==> src/rtl/i2cctl_pkg.sv <==
`timescale 1ns/1ps
package i2cctl_pkg;
  localparam int CTL_W      = 16;
  localparam int DELAY_W    = 8;
  localparam int RESET_BIT  = 14;
  localparam int RUN_HI     = 13;
  localparam int RUN_LO     = 12;
  localparam int BYTES_EN   = 11;
  localparam int BYTES_HI   = 10;
  localparam int BYTES_LO   = 9;
  localparam int NUM_PINS   = 2;

  typedef enum logic [1:0] {
    PIN_KEEP  = 2'd0,
    PIN_LOW   = 2'd1,
    PIN_HIGH  = 2'd2,
    PIN_FLOAT = 2'd3
  } pinCode_t;

  typedef struct packed {
    logic                loadDelay;
    logic                loadBytes;
    logic [NUM_PINS-1:0] loadPin;
  } ctlStrobes_t;
endpackage

==> src/rtl/i2cctl_control.sv <==
`timescale 1ns/1ps
module i2cctl_control
  import i2cctl_pkg::*;
#(
  parameter int RESET_CYCLES = 16
) (
  input  logic             clk,
  input  logic             rst,
  input  logic             wrEn,
  input  logic [CTL_W-1:0] wrData,
  input  logic             busIdle,
  output ctlStrobes_t      strobes,
  output logic             running,
  output logic             resetBusy
);
  localparam int CNT_W = $clog2(RESET_CYCLES + 1);

  logic [CNT_W-1:0] rstCnt;
  logic             stopPending;
  logic             resetReq, startReq, stopReq, pinMode, stopNow;
  logic [1:0]       runField;

  assign runField  = wrData[RUN_HI:RUN_LO];
  assign resetBusy = (rstCnt != '0);
  assign resetReq  = wrEn && wrData[RESET_BIT];
  assign startReq  = wrEn && (runField == 2'd3) && !resetReq && !resetBusy;
  assign stopReq   = wrEn && (runField == 2'd2) && running && !resetReq;
  assign stopNow   = (stopPending || stopReq) && busIdle;
  assign pinMode   = (wrData[DELAY_W-1:4] == '0);

  always_comb begin
    strobes.loadDelay = wrEn && !pinMode;
    strobes.loadBytes = wrEn && wrData[BYTES_EN];
    for (int p = 0; p < NUM_PINS; p++) begin
      strobes.loadPin[p] = wrEn && pinMode && !running && (wrData[2*p +: 2] != 2'd0);
    end
  end

  always_ff @(posedge clk) begin
    if (rst) begin
      rstCnt <= '0;
    end else if (resetReq) begin
      rstCnt <= CNT_W'(RESET_CYCLES);
    end else if (resetBusy) begin
      rstCnt <= rstCnt - 1'b1;
    end
  end

  always_ff @(posedge clk) begin
    if (rst) begin
      running     <= 1'b0;
      stopPending <= 1'b0;
    end else if (resetReq) begin
      running     <= 1'b0;
      stopPending <= 1'b0;
    end else if (startReq) begin
      running     <= 1'b1;
      stopPending <= 1'b0;
    end else if (stopNow) begin
      running     <= 1'b0;
      stopPending <= 1'b0;
    end else if (stopReq) begin
      stopPending <= 1'b1;
    end
  end
endmodule

==> src/rtl/i2cctl_datapath.sv <==
`timescale 1ns/1ps
module i2cctl_datapath
  import i2cctl_pkg::*;
#(
  parameter logic [DELAY_W-1:0] DEFAULT_DELAY = 8'd50
) (
  input  logic                clk,
  input  logic                rst,
  input  ctlStrobes_t         strobes,
  input  logic [CTL_W-1:0]    wrData,
  output logic [DELAY_W-1:0]  quarterDelay,
  output logic [1:0]          cmdBytes,
  output logic [NUM_PINS-1:0] driveEn,
  output logic [NUM_PINS-1:0] driveVal
);
  always_ff @(posedge clk) begin
    if (rst) begin
      quarterDelay <= DEFAULT_DELAY;
    end else if (strobes.loadDelay) begin
      quarterDelay <= wrData[DELAY_W-1:0];
    end
  end

  always_ff @(posedge clk) begin
    if (rst) begin
      cmdBytes <= 2'd0;
    end else if (strobes.loadBytes) begin
      cmdBytes <= wrData[BYTES_HI:BYTES_LO];
    end
  end

  for (genvar g = 0; g < NUM_PINS; g++) begin : g_pin
    localparam int LSB = 2 * g;
    pinCode_t pinCode;

    always_ff @(posedge clk) begin
      if (rst) begin
        pinCode <= PIN_FLOAT;
      end else if (strobes.loadPin[g]) begin
        pinCode <= pinCode_t'(wrData[LSB +: 2]);
      end
    end

    assign driveEn[g]  = (pinCode != PIN_FLOAT);
    assign driveVal[g] = (pinCode != PIN_LOW);
  end
endmodule

==> src/rtl/i2c_ctl_decoder.sv <==
`timescale 1ns/1ps
module i2c_ctl_decoder
  import i2cctl_pkg::*;
#(
  parameter int                 RESET_CYCLES  = 16,
  parameter logic [DELAY_W-1:0] DEFAULT_DELAY = 8'd50
) (
  input  logic        clk,
  input  logic        rst,
  input  logic        wrEn,
  input  logic [15:0] wrData,
  input  logic        busIdle,
  output logic        running,
  output logic        fifoReset,
  output logic [1:0]  status,
  output logic [1:0]  cmdBytes,
  output logic [7:0]  quarterDelay,
  output logic        sclDriveEn,
  output logic        sclDriveVal,
  output logic        sdaDriveEn,
  output logic        sdaDriveVal
);
  ctlStrobes_t         strobes;
  logic [NUM_PINS-1:0] driveEn, driveVal;

  i2cctl_control #(.RESET_CYCLES(RESET_CYCLES)) u_control (
    .clk       (clk),
    .rst       (rst),
    .wrEn      (wrEn),
    .wrData    (wrData),
    .busIdle   (busIdle),
    .strobes   (strobes),
    .running   (running),
    .resetBusy (fifoReset)
  );

  i2cctl_datapath #(.DEFAULT_DELAY(DEFAULT_DELAY)) u_datapath (
    .clk          (clk),
    .rst          (rst),
    .strobes      (strobes),
    .wrData       (wrData),
    .quarterDelay (quarterDelay),
    .cmdBytes     (cmdBytes),
    .driveEn      (driveEn),
    .driveVal     (driveVal)
  );

  assign status      = {fifoReset, running};
  assign sclDriveEn  = driveEn[0];
  assign sclDriveVal = driveVal[0];
  assign sdaDriveEn  = driveEn[1];
  assign sdaDriveVal = driveVal[1];
endmodule

==> config.mk <==
export PLATFORM = sky130hd
export DESIGN_NAME = i2c_ctl_decoder
export DESIGN_NICKNAME = d
export VERILOG_FILES = /design/src/rtl/i2cctl_pkg.sv /design/src/rtl/i2cctl_control.sv /design/src/rtl/i2cctl_datapath.sv /design/src/rtl/i2c_ctl_decoder.sv
export SDC_FILE = /design/constraint.sdc
export NUM_CORES = 1
export LEC_CHECK = 0
export CELL_PAD_IN_SITES_DETAIL_PLACEMENT = 1
export CELL_PAD_IN_SITES_GLOBAL_PLACEMENT = 1
export CORE_MARGIN = 4
export CORE_UTILIZATION = 32
export DETAILED_ROUTE_END_ITERATION = 10
export PLACE_DENSITY = 0.89
export SETUP_SLACK_MARGIN = 0.05
export SLEW_MARGIN = 15
export SYNTH_ARGS = -nofsm -noshare
export SYNTH_HDL_FRONTEND = slang
export SYNTH_SLANG_ARGS = --single-unit
==> constraint.sdc <==
create_clock -name clk -period 5 [get_ports clk]
set_clock_uncertainty 0.1 [all_clocks]
set_input_delay 0.75 -clock clk [delete_from_list [all_inputs] [get_ports clk]]
set_output_delay 0.75 -clock clk [all_outputs]
set_load 0.005 [all_outputs]
# After elaboration in Yosys (flattened, before gate mapping)
# Cells that the tools add are included.
# Widths: inputs -> output; s select.
[op_classes] shift=0 n_eq_ne=6 order_cmp=0 bitwise_logic=0 div=0 n_reduce_logical=27 mux=4 add_sub_neg=1 n_mul=0
[ops] op="$logic_and 1x1->1" n=14
[ops] op="$mux 5" n=2
[ops] op="$reduce_bool 2->1" n=4
[ops] op="$reduce_bool 5->1" n=1
[ops] op="$sub 5x1->5 const B" n=1
[ops] op="$eq 2x2->1 const B" n=2
[ops] op="$logic_not 1->1" n=4
[ops] op="$logic_not 4->1" n=1
[ops] op="$ne 2x1->1 const B" n=2
[ops] op="$ne 2x2->1 const B" n=2
[ops] op="$reduce_or 4->1" n=1
[ops] op="$mux 1" n=2
[ops] op="$reduce_or 2->1" n=1
[ops] op="$logic_or 1x1->1" n=1
[totals] latchBits=0 reg_bits=21 inputBits=20 out_inout_bits=18 ram_bits=0 memories=0 mem_bits_ro=0

# Logic depth before layout (Yosys ltp)
# Gate-level depths: netlist (run 1).
[depth] depth_word=8 ltp_mapped=6 ltp_nobuf=5

# Cells and area by module
# A second synthesis (run 1) with hierarchy kept.
[hier_totals] hier_cells=96 hier_area_um2=933.4
[by_module_without_submodules] module="i2cctl_datapath" cells_per_inst=48 area_per_inst_um2=530.5 instances=1 seq_area_each_um2=280.3
[by_module_without_submodules] module="i2cctl_control" cells_per_inst=46 area_per_inst_um2=387.9 instances=1 seq_area_each_um2=140.1
[by_module_without_submodules] module="i2c_ctl_decoder" cells_per_inst=2 area_per_inst_um2=15.0 instances=1 seq_area_each_um2=0.0

# Least setup slack after synthesis (run 1)
# Ideal clock, no wire load.
[synth_timing] kind="reg2out" start="reg u_control.rstCnt[0]" end="out status[1]" n_path_buf=2 setup_slack_ns=2.893 t_arrival_ns=1.257 path_stages_with_launch=6 path_cell_list="dfxtp_1 inv_1 ha_1 or4b_1 buf_2 buf_4"
[synth_via] elab_chain_len=1
[synth_lines] item="start, declared" line_no="i2cctl_control.sv:18" text="logic [CNT_W-1:0] rstCnt;"
[synth_lines] item="start signal, assigned" line_no="i2cctl_control.sv:43" text="rstCnt <= CNT_W'(RESET_CYCLES);"
[synth_lines] item="start signal, assigned" line_no="i2cctl_control.sv:45" text="rstCnt <= rstCnt - 1'b1;"
[synth_lines] item="$reduce_bool 5->1" line_no="i2cctl_control.sv:24" text="assign resetBusy = (rstCnt != '0);"
[synth_lines] item="end, declared" line_no="i2c_ctl_decoder.sv:15" text="output logic [1:0] status,"
# No other way between the ends.

# Worst setup path after layout (run 1)
[layout_timing] start="reg u_control.rstCnt[0]" end="out fifoReset"
[layout_via] elab_chain_len=1
[layout_lines] item="$reduce_bool 5->1" line_no="i2cctl_control.sv:24"
[layout_lines] item="end, declared" line_no="i2c_ctl_decoder.sv:14" text="output logic fifoReset,"
# No other way between the ends.

==> results by group, run 1 <==
GRT
  – Number of global-route vias before repair: 890
  – First-pass GRT wire length: 3.86 mm
  – Total congestion overflow: 0
  – Initial antenna violation count: 0
  – All-Layer GR Usage: 13.9%
  – Largest net degree at the start of global routing: 17

Route
  – Routed wire length: 2.37 mm
  – WL/cell: 15.1 µm
  – DR pass1 iterations: 4
  – # DRC: 0
  – Vias per cell: 5.35
  – Routed vias: 840
  – Initial DRC count: 25
  – Antenna viol nets, final: 0

Setup path
  – Slowest Stage Delay on Critical Path: 610 ps
  – Critical path buffers and inverters: 2
  – Critical Path RT: 4150 ps
  – Cell family with most CP delay: simple AND/OR/NAND/NOR gates
  – Cell Chain, Critical Path: inv_1, ha_1, or4b_1, clkdlybuf4s50_1
  – Worst setup path class: reg -> out
  – CP arrival: 2030 ps
  – CP endpoint kind: primary output
  – Crit path max fanout: 8
  – Slowest cell on crit path: or4b_1
  – CP startpoint kind: flip-flop

Finish
  – Fin nets: 149
  – Layout Area Growth over Synthesis: 43.8%
  – Finished Cell Area: 1270 µm²
  – Commonest non-fill, non-tap cell in the layout: clkdlybuf4s50_1
  – Most frequent cells in the layout: 35 x clkdlybuf4s50_1, 21 x dfxtp_1, 10 x nor2_1, 8 x nand2_1
  – Area of the multi-input gates: 424 µm²
  – ANT cells: 0
  – Layout cell share with drive strength beyond 1: 3.15%
  – Storage cell area: 420 µm²
  – Number of standard cells in the layout, taps in and fillers out: 157
  – Fill cells: 298
  – Final Util: 49.9%

Synth
  – Syn nets: 114
  – Seq cells post-synth: 21
  – Mean post-synth cell area: 9.50 µm²
  – Ys async rst share: 0%
  – Register area share after synthesis: 47.6%
  – Post-synth top area share: 47.6%
  – Post-Synthesis Cells: 93
  – Leading area contributor after synthesis: dfxtp_1
  – Largest cells by area after synthesis: dfxtp_1 48%, a221o_1 6.8%, nor2_1 4.2%
  – Synthesized cell area: 883 µm²
  – Synth cell types: 31
  – Yosys Warn Count: 0
  – Number of synthesized flops with an enable pin: 0
  – Main synth FF type: dfxtp_1

Clocking
  – Post-CTS setup buffer count: 0
  – Worst skew pair latency: 300 ps
  – CTS Buf Count: 3
  – H-Tree Depth: 1
  – Clock Sink Count: 21
  – Post-cts repair resize count: 0
  – CTS tree: yes
  – CTS Root Cell: clkbuf_4
  – Worst-path clk slew: 110 ps
  – Longest Clk Path Bufs: 2
  – Hold-fix buffers, CTS: 0

Timing
  – RSZ-0062 raised after global routing: false
  – Period utilization: 57.5%
  – Worst slew margin: 28.6%
  – TNS Setup: 0 ps
  – Final-report max-slew violation count: 0
  – Final hold viol count: 0
  – Maximum clock rate: 348 MHz
  – Min cycle time layout: 2880 ps
  – Worst-Margin Slew: 1060 ps
  – Setup-failing EPs final: 0

Placement
  – # port buffers: 35
  – Placer Congestion: 0.695
  – Placed cell count: 153
  – Placed instance area: 1240 µm²
  – HPWL after DPL: 1.88 mm

Floorplanning
  – Initial Util: 34.7%
  – # rows: 18
  – Die area: 3670 µm²
  – Die Span Y: 60.5 µm
  – Die X: 60.5 µm
  – Core Region: 2540 µm²
  – # IOs: 38

Power and ir drop
  – PD cells: 347 nW/µm²
  – Tot Pwr: 0.440 mW
  – VDD IR max: 232 µV
  – LEAKAGE: 0.486 nW

Run status
  – Status: finished clean

Flow run
  – # Max-Cap Violations: 0

Min path
  – Hold crit path type: reg -> reg
-- cells in the mapped netlist, types with 2 or more instances --
library cell and number:
dfxtp_1 21, nor2_1 10, nand2_1 8, a221o_1 6, nand3_1 6, a21oi_1 4
nand2b_1 4, inv_1 3, mux2i_1 3, xnor2_1 3, a211oi_1 2, a22oi_1 2
buf_4 2, or4b_1 2
-- worst reg2reg max path, delay by kind of cell, from the launching register on --
family	cells	cell delay, ps
and+or+nand+nor	2	1160
DFF	1	350
adders and majority gates	1	200
AOI/OAI and AO/OA	1	130
buffers and inverters	1	60
-- per-stage QoR --
step	setup WS, ps	hold WS, ps
after floorplan	2890	351
after global placement	2250	344
after detailed placement	2160	358
after CTS	2080	386
after global routing	1970	421
final	2120	377
-- final timing paths --
| check | start | to | slack, ps | cells past startpoint |
|---|---|---|---|---|
| hold / removal | u_datapath.quarterDelay[1] | u_datapath.quarterDelay[1] | 380 | 1 |
| setup reg to reg | u_control.rstCnt[0] | u_control.running | 2950 | 5 |
| setup / recovery | u_control.rstCnt[0] | fifoReset | 2120 | 4 |
| hold reg to reg | u_datapath.quarterDelay[1] | u_datapath.quarterDelay[1] | 380 | 1 |
-- kinds of logic after synthesis --
logic type / share of synthesized area [%]
and+or+nand+nor: 20.8
AOI/OAI and AO/OA: 19.4
DFF: 47.6
buffers and inverters: 4.39
xor gates and xnor gates: 2.98
muxes: 3.40
adders and majority gates: 1.42
-- sequential cells by signal (all words and copies together) (netlist names) --
name and count:
u_datapath.quarterDelay 8, u_control.rstCnt 5, u_control.stopPending 1, u_datapath.cmdBytes 2, u_control.running 1, u_datapath.g_pin.pinCode 4
-- layout make-up --
| class | instances | share of cell area, % |
|---|---|---|
| repair buffers | 35 | 27.6 |
| inverters | 3 | 0.887 |
| well taps | 30 | 2.96 |
| flip-flops and latches | 21 | 33.1 |
| multi-input cells | 64 | 33.4 |
| clock buffers | 4 | 2.07 |
-- power breakdown --
group / switching, mW / internal [mW] / total, mW
clock network: 0.0491 / 0.0311 / 0.0802
logic: 0.0687 / 0.0891 / 0.158
registers: 0.0147 / 0.188 / 0.202
total: 0.132 / 0.308 / 0.440
-- per-layer routing --
layer / global-route usage, % / vias up / share of wire [%]
li1: - / 405 / -
met5: 0 / - / 0
met3: 3.19 / 4 / 6.4
met4: 4.64 / 0 / 0.89
met2: 25.5 / 25 / 53
met1: 15.8 / 406 / 39
Note: power is estimated with default switching activity, not from simulation.
==> run 2, diff against run 1 <==
CORE_UTILIZATION = 27   (was 32)
PLACE_DENSITY = 0.8   (was 0.89)
clock period = 2.6 ns   (was 5 ns; I/O delays follow)
==> run 2 against run 1 <==
Against the previous run:
- worst setup slack worse by 1900 ps
- sequential cell count unchanged
- first-iteration DRC count up 16%
- core utilization down 7.1 points
- critical path depth unchanged
- cell count up 12%
- design area up 4.6%
- global-route usage down 1.7 points
- non-clock buffer count up 5
- sequential power up 93%
- count of clock-buffer cells in the layout unchanged
- combinational power up 100%
==> results by group, run 2 (synthesis gave the netlist of run 1 again) <==
Placement
  – HPWL after DPL: 2.08 mm (was 1.88 mm)
  – # port buffers: 35 (unchanged)
  – Placed cell count: 172 (was 153)
  – Dpl ws: 412 ps (was 2160 ps)
  – Placer Congestion: 0.760 (was 0.695)

Finish
  – Fin nets: 154 (was 149)
  – Final Util: 42.8% (was 49.9%)
  – Biggest register: u_datapath.quarterDelay (unchanged)
  – ANT cells: 0 (unchanged)
  – Commonest non-fill, non-tap cell in the layout: clkdlybuf4s50_1 (unchanged)
  – Most frequent cells in the layout: 35 x clkdlybuf4s50_1, 21 x dfxtp_1, 10 x nor2_1, 8 x nand2_1 (unchanged)
  – Layout cell share with drive strength beyond 1: 7.58% (was 3.15%)
  – Number of standard cells in the layout, taps in and fillers out: 176 (was 157)
  – Largest regs: u_datapath.quarterDelay (8), u_control.rstCnt (5), u_datapath.g_pin.pinCode (4) (unchanged)
  – Layout Area Growth over Synthesis: 50.4% (was 43.8%)
  – Max reg flops: 8 (unchanged)

Setup path
  – Worst setup path class: reg -> out (unchanged)
  – CP arrival: 1910 ps (was 2030 ps)
  – Reg2Reg Setup Slack: 650 ps (was 2950 ps)
  – CP endpoint kind: primary output (unchanged)
  – CP startpoint kind: flip-flop (unchanged)
  – Critical R2R Capture: u_control.running (unchanged)
  – Crit path max fanout: 8 (unchanged)
  – Reg2reg start: u_control.rstCnt[0] (unchanged)
  – Critical Path RT: 2110 ps (was 4150 ps)
  – Reg2reg path depth: 5 (unchanged)
  – Critical path launch point: u_control.rstCnt[0] (unchanged)

Clocking
  – Longest Clk Path Bufs: 2 (unchanged)
  – Worst-path clk slew: 120 ps (was 110 ps)
  – CTS Buf Count: 3 (unchanged)
  – Hold-fix buffers, CTS: 0 (unchanged)
  – CTS tree: yes (unchanged)
  – Worst skew pair latency: 290 ps (was 300 ps)
  – H-Tree Depth: 1 (unchanged)
  – CTS Root Cell: clkbuf_4 (unchanged)
  – Clock Sink Count: 21 (unchanged)

Floorplanning
  – Core Region: 3100 µm² (was 2540 µm²)
  – Initial Util: 28.5% (was 34.7%)
  – Die Span Y: 65.2 µm (was 60.5 µm)
  – # rows: 20 (was 18)
  – Die area: 4250 µm² (was 3670 µm²)
  – # IOs: 38 (unchanged)
  – Die X: 65.2 µm (was 60.5 µm)

Route
  – Routed wire length: 2.51 mm (was 2.37 mm)
  – DR pass1 iterations: 4 (unchanged)
  – WL/cell: 14.2 µm (was 15.1 µm)
  – Initial DRC count: 29 (was 25)
  – Antenna viol nets, final: 0 (unchanged)
  – # DRC: 0 (unchanged)
  – Vias per cell: 4.78 (was 5.35)
  – Routed vias: 841 (was 840)

Timing
  – RSZ-0062 raised after global routing: false (unchanged)
  – Min cycle time layout: 2400 ps
  – Worst slew margin: 79.5% (was 28.6%)
  – Maximum clock rate: 417 MHz
  – Period utilization: 92.2%
  – Final-report max-slew violation count: 0 (unchanged)
  – Setup slack after layout: 203 ps (was 2120 ps)
  – Setup-failing EPs final: 0 (unchanged)
  – Final hold viol count: 0 (unchanged)
  – TNS Setup: 0 ps (unchanged)
  – Worst-Margin Slew: 304 ps (was 1060 ps)

Power and ir drop
  – Clock power frac: 17.8% (was 18.2%)
  – Sequential share of power: 45.4% (was 45.9%)
  – Sw Share: 29.4% (was 30.1%)
  – P_int: 0.608 mW (was 0.308 mW)
  – Tot Pwr: 0.860 mW (was 0.440 mW)
  – PD cells: 647 nW/µm² (was 347 nW/µm²)
  – VDD IR max: 330 µV (was 232 µV)
  – LEAKAGE: 0.511 nW (was 0.486 nW)
  – Switching power total: 0.252 mW (was 0.132 mW)
  – Combinational Power Share: 36.8% (was 35.8%)

GRT
  – Total congestion overflow: 0 (unchanged)
  – Number of global-route vias before repair: 909 (was 890)
  – First-pass GRT wire length: 4.13 mm (was 3.86 mm)
  – All-Layer GR Usage: 12.2% (was 13.9%)
  – Largest net degree at the start of global routing: 17 (unchanged)
  – Initial antenna violation count: 0 (unchanged)

Min path
  – Min-Delay Startpoint: u_datapath.cmdBytes[1] (was u_datapath.quarterDelay[1])
  – Hold EP: u_datapath.cmdBytes[1] (was u_datapath.quarterDelay[1])
  – Hold crit path type: reg -> reg (unchanged)
  – Hold depth: 2 (was 1)

Flow run
  – # Max-Cap Violations: 0 (unchanged)

Run status
  – Status: finished clean (unchanged)
==> run 2: cell count changes in the layout (fill, tap and decap cells not counted), sizes merged <==
cell / previous run / this run
buf: 0 / 5
==> run 2: critical path, cell delays in order, from the launching register on <==
cell	delay, ps
dfxtp_1	350
inv_1	60
ha_1	190
or4b_4	540
clkdlybuf4s50_1	480
==> run 2: what timing repair did <==
item / CTS / global route
endpoints found under the setup margin: 0 / 2
endpoints found under the hold margin: 0 / 0
buffers inserted: 0 / 0
gates resized for setup: 0 / 1
==> run 2: final cells by class <==
cell class	count	area [µm²]
clock buffers	4	26.3
multi-input cells	64	428
flip-flops and latches	21	420
fillers	386	1770
repair buffers	40	388
inverters	3	11.3
well taps	44	55.1
==> run 2: routing by layer <==
layer	track usage, %	wire length (µm)	up-vias
li1	-	-	417
met1	13.4	983	399
met2	23.5	1380	25
met3	2.74	145	0
met4	2.33	0	0
met5	0	0	-
==> run 2: power by group through the flow <==
stage                     clock network [mW]  logic, mW  registers [mW]
final                                  0.153      0.317           0.390
after global routing                   0.182      0.356           0.397
after CTS                              0.166      0.314           0.391
after detailed placement                   0      0.311           0.398
after global placement                     0      0.297           0.394
after floorplan                            0      0.194           0.392
==> run 2: worst max path at each step <==
stage	to
after detailed placement	fifoReset
final	fifoReset
after global routing	status[1]
after floorplan	u_control.running
after global placement	fifoReset
after CTS	fifoReset
==> run 2: through the flow <==
stage | instance area [µm²] | hold slack (ps)
6_report | 1330 | 379
5_1_grt | 1330 | 406
4_1_cts | 1330 | 384
3_5_place_dp | 1300 | 366
3_3_place_gp | 1300 | 344
2_1_floorplan | 883 | 351
==> run 3, diff against run 2 <==
CORE_ASPECT_RATIO = 1.4   (was not set)
==> run 3 against run 2 <==
Against the previous run:
- combinational power rose by 2%
- sequential cell count did not move
- worst hold slack got worse by 16 ps
- first-iteration DRC count fell by 69%
- via count rose by 0.36%
- critical endpoint is now status[1]
==> results by group, run 3 (synthesis gave the netlist of run 1 again) <==
Finish
  – Layout cell share with drive strength beyond 1: 6.87% (was 7.58%)
  – Layout Area Growth over Synthesis: 51.0% (was 50.4%)
  – Commonest non-fill, non-tap cell in the layout: clkdlybuf4s50_1 (unchanged)
  – Storage cell area: 420 µm² (unchanged)
  – Largest regs: u_datapath.quarterDelay (8), u_control.rstCnt (5), u_datapath.g_pin.pinCode (4) (unchanged)
  – Fill cells: 382 (was 386)
  – Most frequent cells in the layout: 35 x clkdlybuf4s50_1, 21 x dfxtp_1, 10 x nor2_1, 8 x nand2_1 (unchanged)
  – Max reg flops: 8 (unchanged)
  – Fin nets: 153 (was 154)
  – Area of the multi-input gates: 428 µm² (unchanged)
  – Biggest register: u_datapath.quarterDelay (unchanged)
  – ANT cells: 0 (unchanged)

Placement
  – Dpl ws: 390 ps (was 412 ps)
  – HPWL after DPL: 1.93 mm (was 2.08 mm)
  – Placer Congestion: 0.804 (was 0.760)
  – # port buffers: 35 (unchanged)

Floorplanning
  – # rows: 24 (was 20)
  – # IOs: 38 (unchanged)
  – Die area: 4260 µm² (was 4250 µm²)
  – Die Span Y: 75.7 µm (was 65.2 µm)
  – Core Region: 3120 µm² (was 3100 µm²)
  – Initial Util: 28.3% (was 28.5%)
  – Die X: 56.3 µm (was 65.2 µm)

Clocking
  – Post-CTS setup buffer count: 0 (unchanged)
  – CTS Buf Count: 3 (unchanged)
  – CTS Root Cell: clkbuf_8 (was clkbuf_4)
  – Worst skew pair latency: 260 ps (was 290 ps)
  – Worst-path clk slew: 70 ps (was 120 ps)
  – Longest Clk Path Bufs: 2 (unchanged)
  – CTS tree: yes (unchanged)
  – Hold-fix buffers, CTS: 0 (unchanged)
  – H-Tree Depth: 1 (unchanged)
  – Post-cts repair resize count: 0 (unchanged)
  – Clock Sink Count: 21 (unchanged)

Power and ir drop
  – PD cells: 693 nW/µm² (was 647 nW/µm²)
  – LEAKAGE: 0.514 nW (was 0.511 nW)
  – VDD IR max: 370 µV (was 330 µV)

Route
  – Antenna viol nets, final: 0 (unchanged)
  – Vias per cell: 4.96 (was 4.78)
  – Routed wire length: 2.47 mm (was 2.51 mm)
  – # DRC: 0 (unchanged)
  – WL/cell: 14.5 µm (was 14.2 µm)
  – DR pass1 iterations: 4 (unchanged)
  – Routed vias: 844 (was 841)
  – Initial DRC count: 9 (was 29)

Setup path
  – Reg2reg start: u_control.rstCnt[0] (unchanged)
  – CP startpoint kind: flip-flop (unchanged)
  – CP Capture Point: status[1] (was fifoReset)
  – Reg2reg path depth: 5 (unchanged)
  – Reg2Reg Setup Slack: 560 ps (was 650 ps)
  – Worst setup path class: reg -> out (unchanged)
  – CP arrival: 1890 ps (was 1910 ps)
  – Critical path launch point: u_control.rstCnt[0] (unchanged)
  – CP endpoint kind: primary output (unchanged)
  – Crit path max fanout: 8 (unchanged)
  – Critical Path RT: 2110 ps (about the same)
  – Critical R2R Capture: u_control.running (unchanged)

Timing
  – Final hold viol count: 0 (unchanged)
  – Setup-failing EPs final: 0 (unchanged)
  – Maximum clock rate: 421 MHz (was 417 MHz)
  – RSZ-0062 raised after global routing: false (unchanged)
  – Worst slew margin: 73.3% (was 79.5%)
  – Final-report max-slew violation count: 0 (unchanged)
  – Min cycle time layout: 2380 ps (was 2400 ps)
  – Worst-Margin Slew: 396 ps (was 304 ps)
  – Period utilization: 91.4% (was 92.2%)
  – Setup slack after layout: 225 ps (was 203 ps)
  – TNS Setup: 0 ps (unchanged)

GRT
  – All-Layer GR Usage: 12.0% (was 12.2%)
  – First-pass GRT wire length: 4.04 mm (was 4.13 mm)
  – Largest net degree at the start of global routing: 16 (was 17)
  – Total congestion overflow: 0 (unchanged)
  – Number of global-route vias before repair: 897 (was 909)
  – Initial antenna violation count: 0 (unchanged)

Flow run
  – # Max-Cap Violations: 0 (unchanged)

Run status
  – Status: finished clean (unchanged)

Min path
  – Hold crit path type: reg -> reg (unchanged)
run 3: report_power, final:
part / internal, mW / leakage [nW] / total, mW / switching [mW]
clock: 0.109 / 0.0228 / 0.211 / 0.102
combinational: 0.187 / 0.319 / 0.322 / 0.135
sequential: 0.361 / 0.172 / 0.391 / 0.0306
run 3: per-stage QoR:
stage / cell area, µm² / std cells / util (%) / power [mW] / hold WS, ps
floorplan: 883 / 93 / - / 0.586 / 351
global placement: 1280 / 166 / 41.1 / 0.692 / 349
detailed placement: 1280 / 166 / 41.1 / 0.711 / 355
CTS: 1330 / 170 / 42.6 / 0.931 / 365
global route: 1330 / 170 / 42.7 / 1.00 / 375
finish: 1330 / 170 / 42.7 / 0.925 / 363
run 3: worst min-delay path by stage:
stage | start | endpoint | slack [ps] | cells past startpoint
finish | u_datapath.cmdBytes[0] | u_datapath.cmdBytes[0] | 360 | 2
global route | u_datapath.cmdBytes[0] | u_datapath.cmdBytes[0] | 370 | 2
CTS | u_datapath.cmdBytes[0] | u_datapath.cmdBytes[0] | 360 | 2
detailed placement | u_datapath.cmdBytes[0] | u_datapath.cmdBytes[0] | 360 | 2
global placement | u_datapath.cmdBytes[1] | u_datapath.cmdBytes[1] | 350 | 2
floorplan | u_control.rstCnt[4] | u_control.rstCnt[4] | 350 | 2
run 3: metal layers:
metal | up-vias | part of all wire, % | global-route usage (%)
met5 | - | 0 | 0
met4 | 0 | 0.57 | 3.17
met3 | 2 | 6.4 | 3.39
met2 | 28 | 53 | 22.8
met1 | 402 | 40 | 13.3
li1 | 412 | - | -
run 3: layout make-up:
| class | instances | share of cell area, % |
|---|---|---|
| inverters | 3 | 0.844 |
| clock buffers | 4 | 3.38 |
| repair buffers | 39 | 28.5 |
| multi-input cells | 64 | 32.1 |
| well taps | 39 | 3.66 |
| flip-flops and latches | 21 | 31.5 |
run 3: worst max-delay path, stage by stage, from the launching register on:
cell and delay, ps:
dfxtp_1 340, inv_1 60, ha_1 200, or4b_4 540, clkdlybuf4s50_1 480
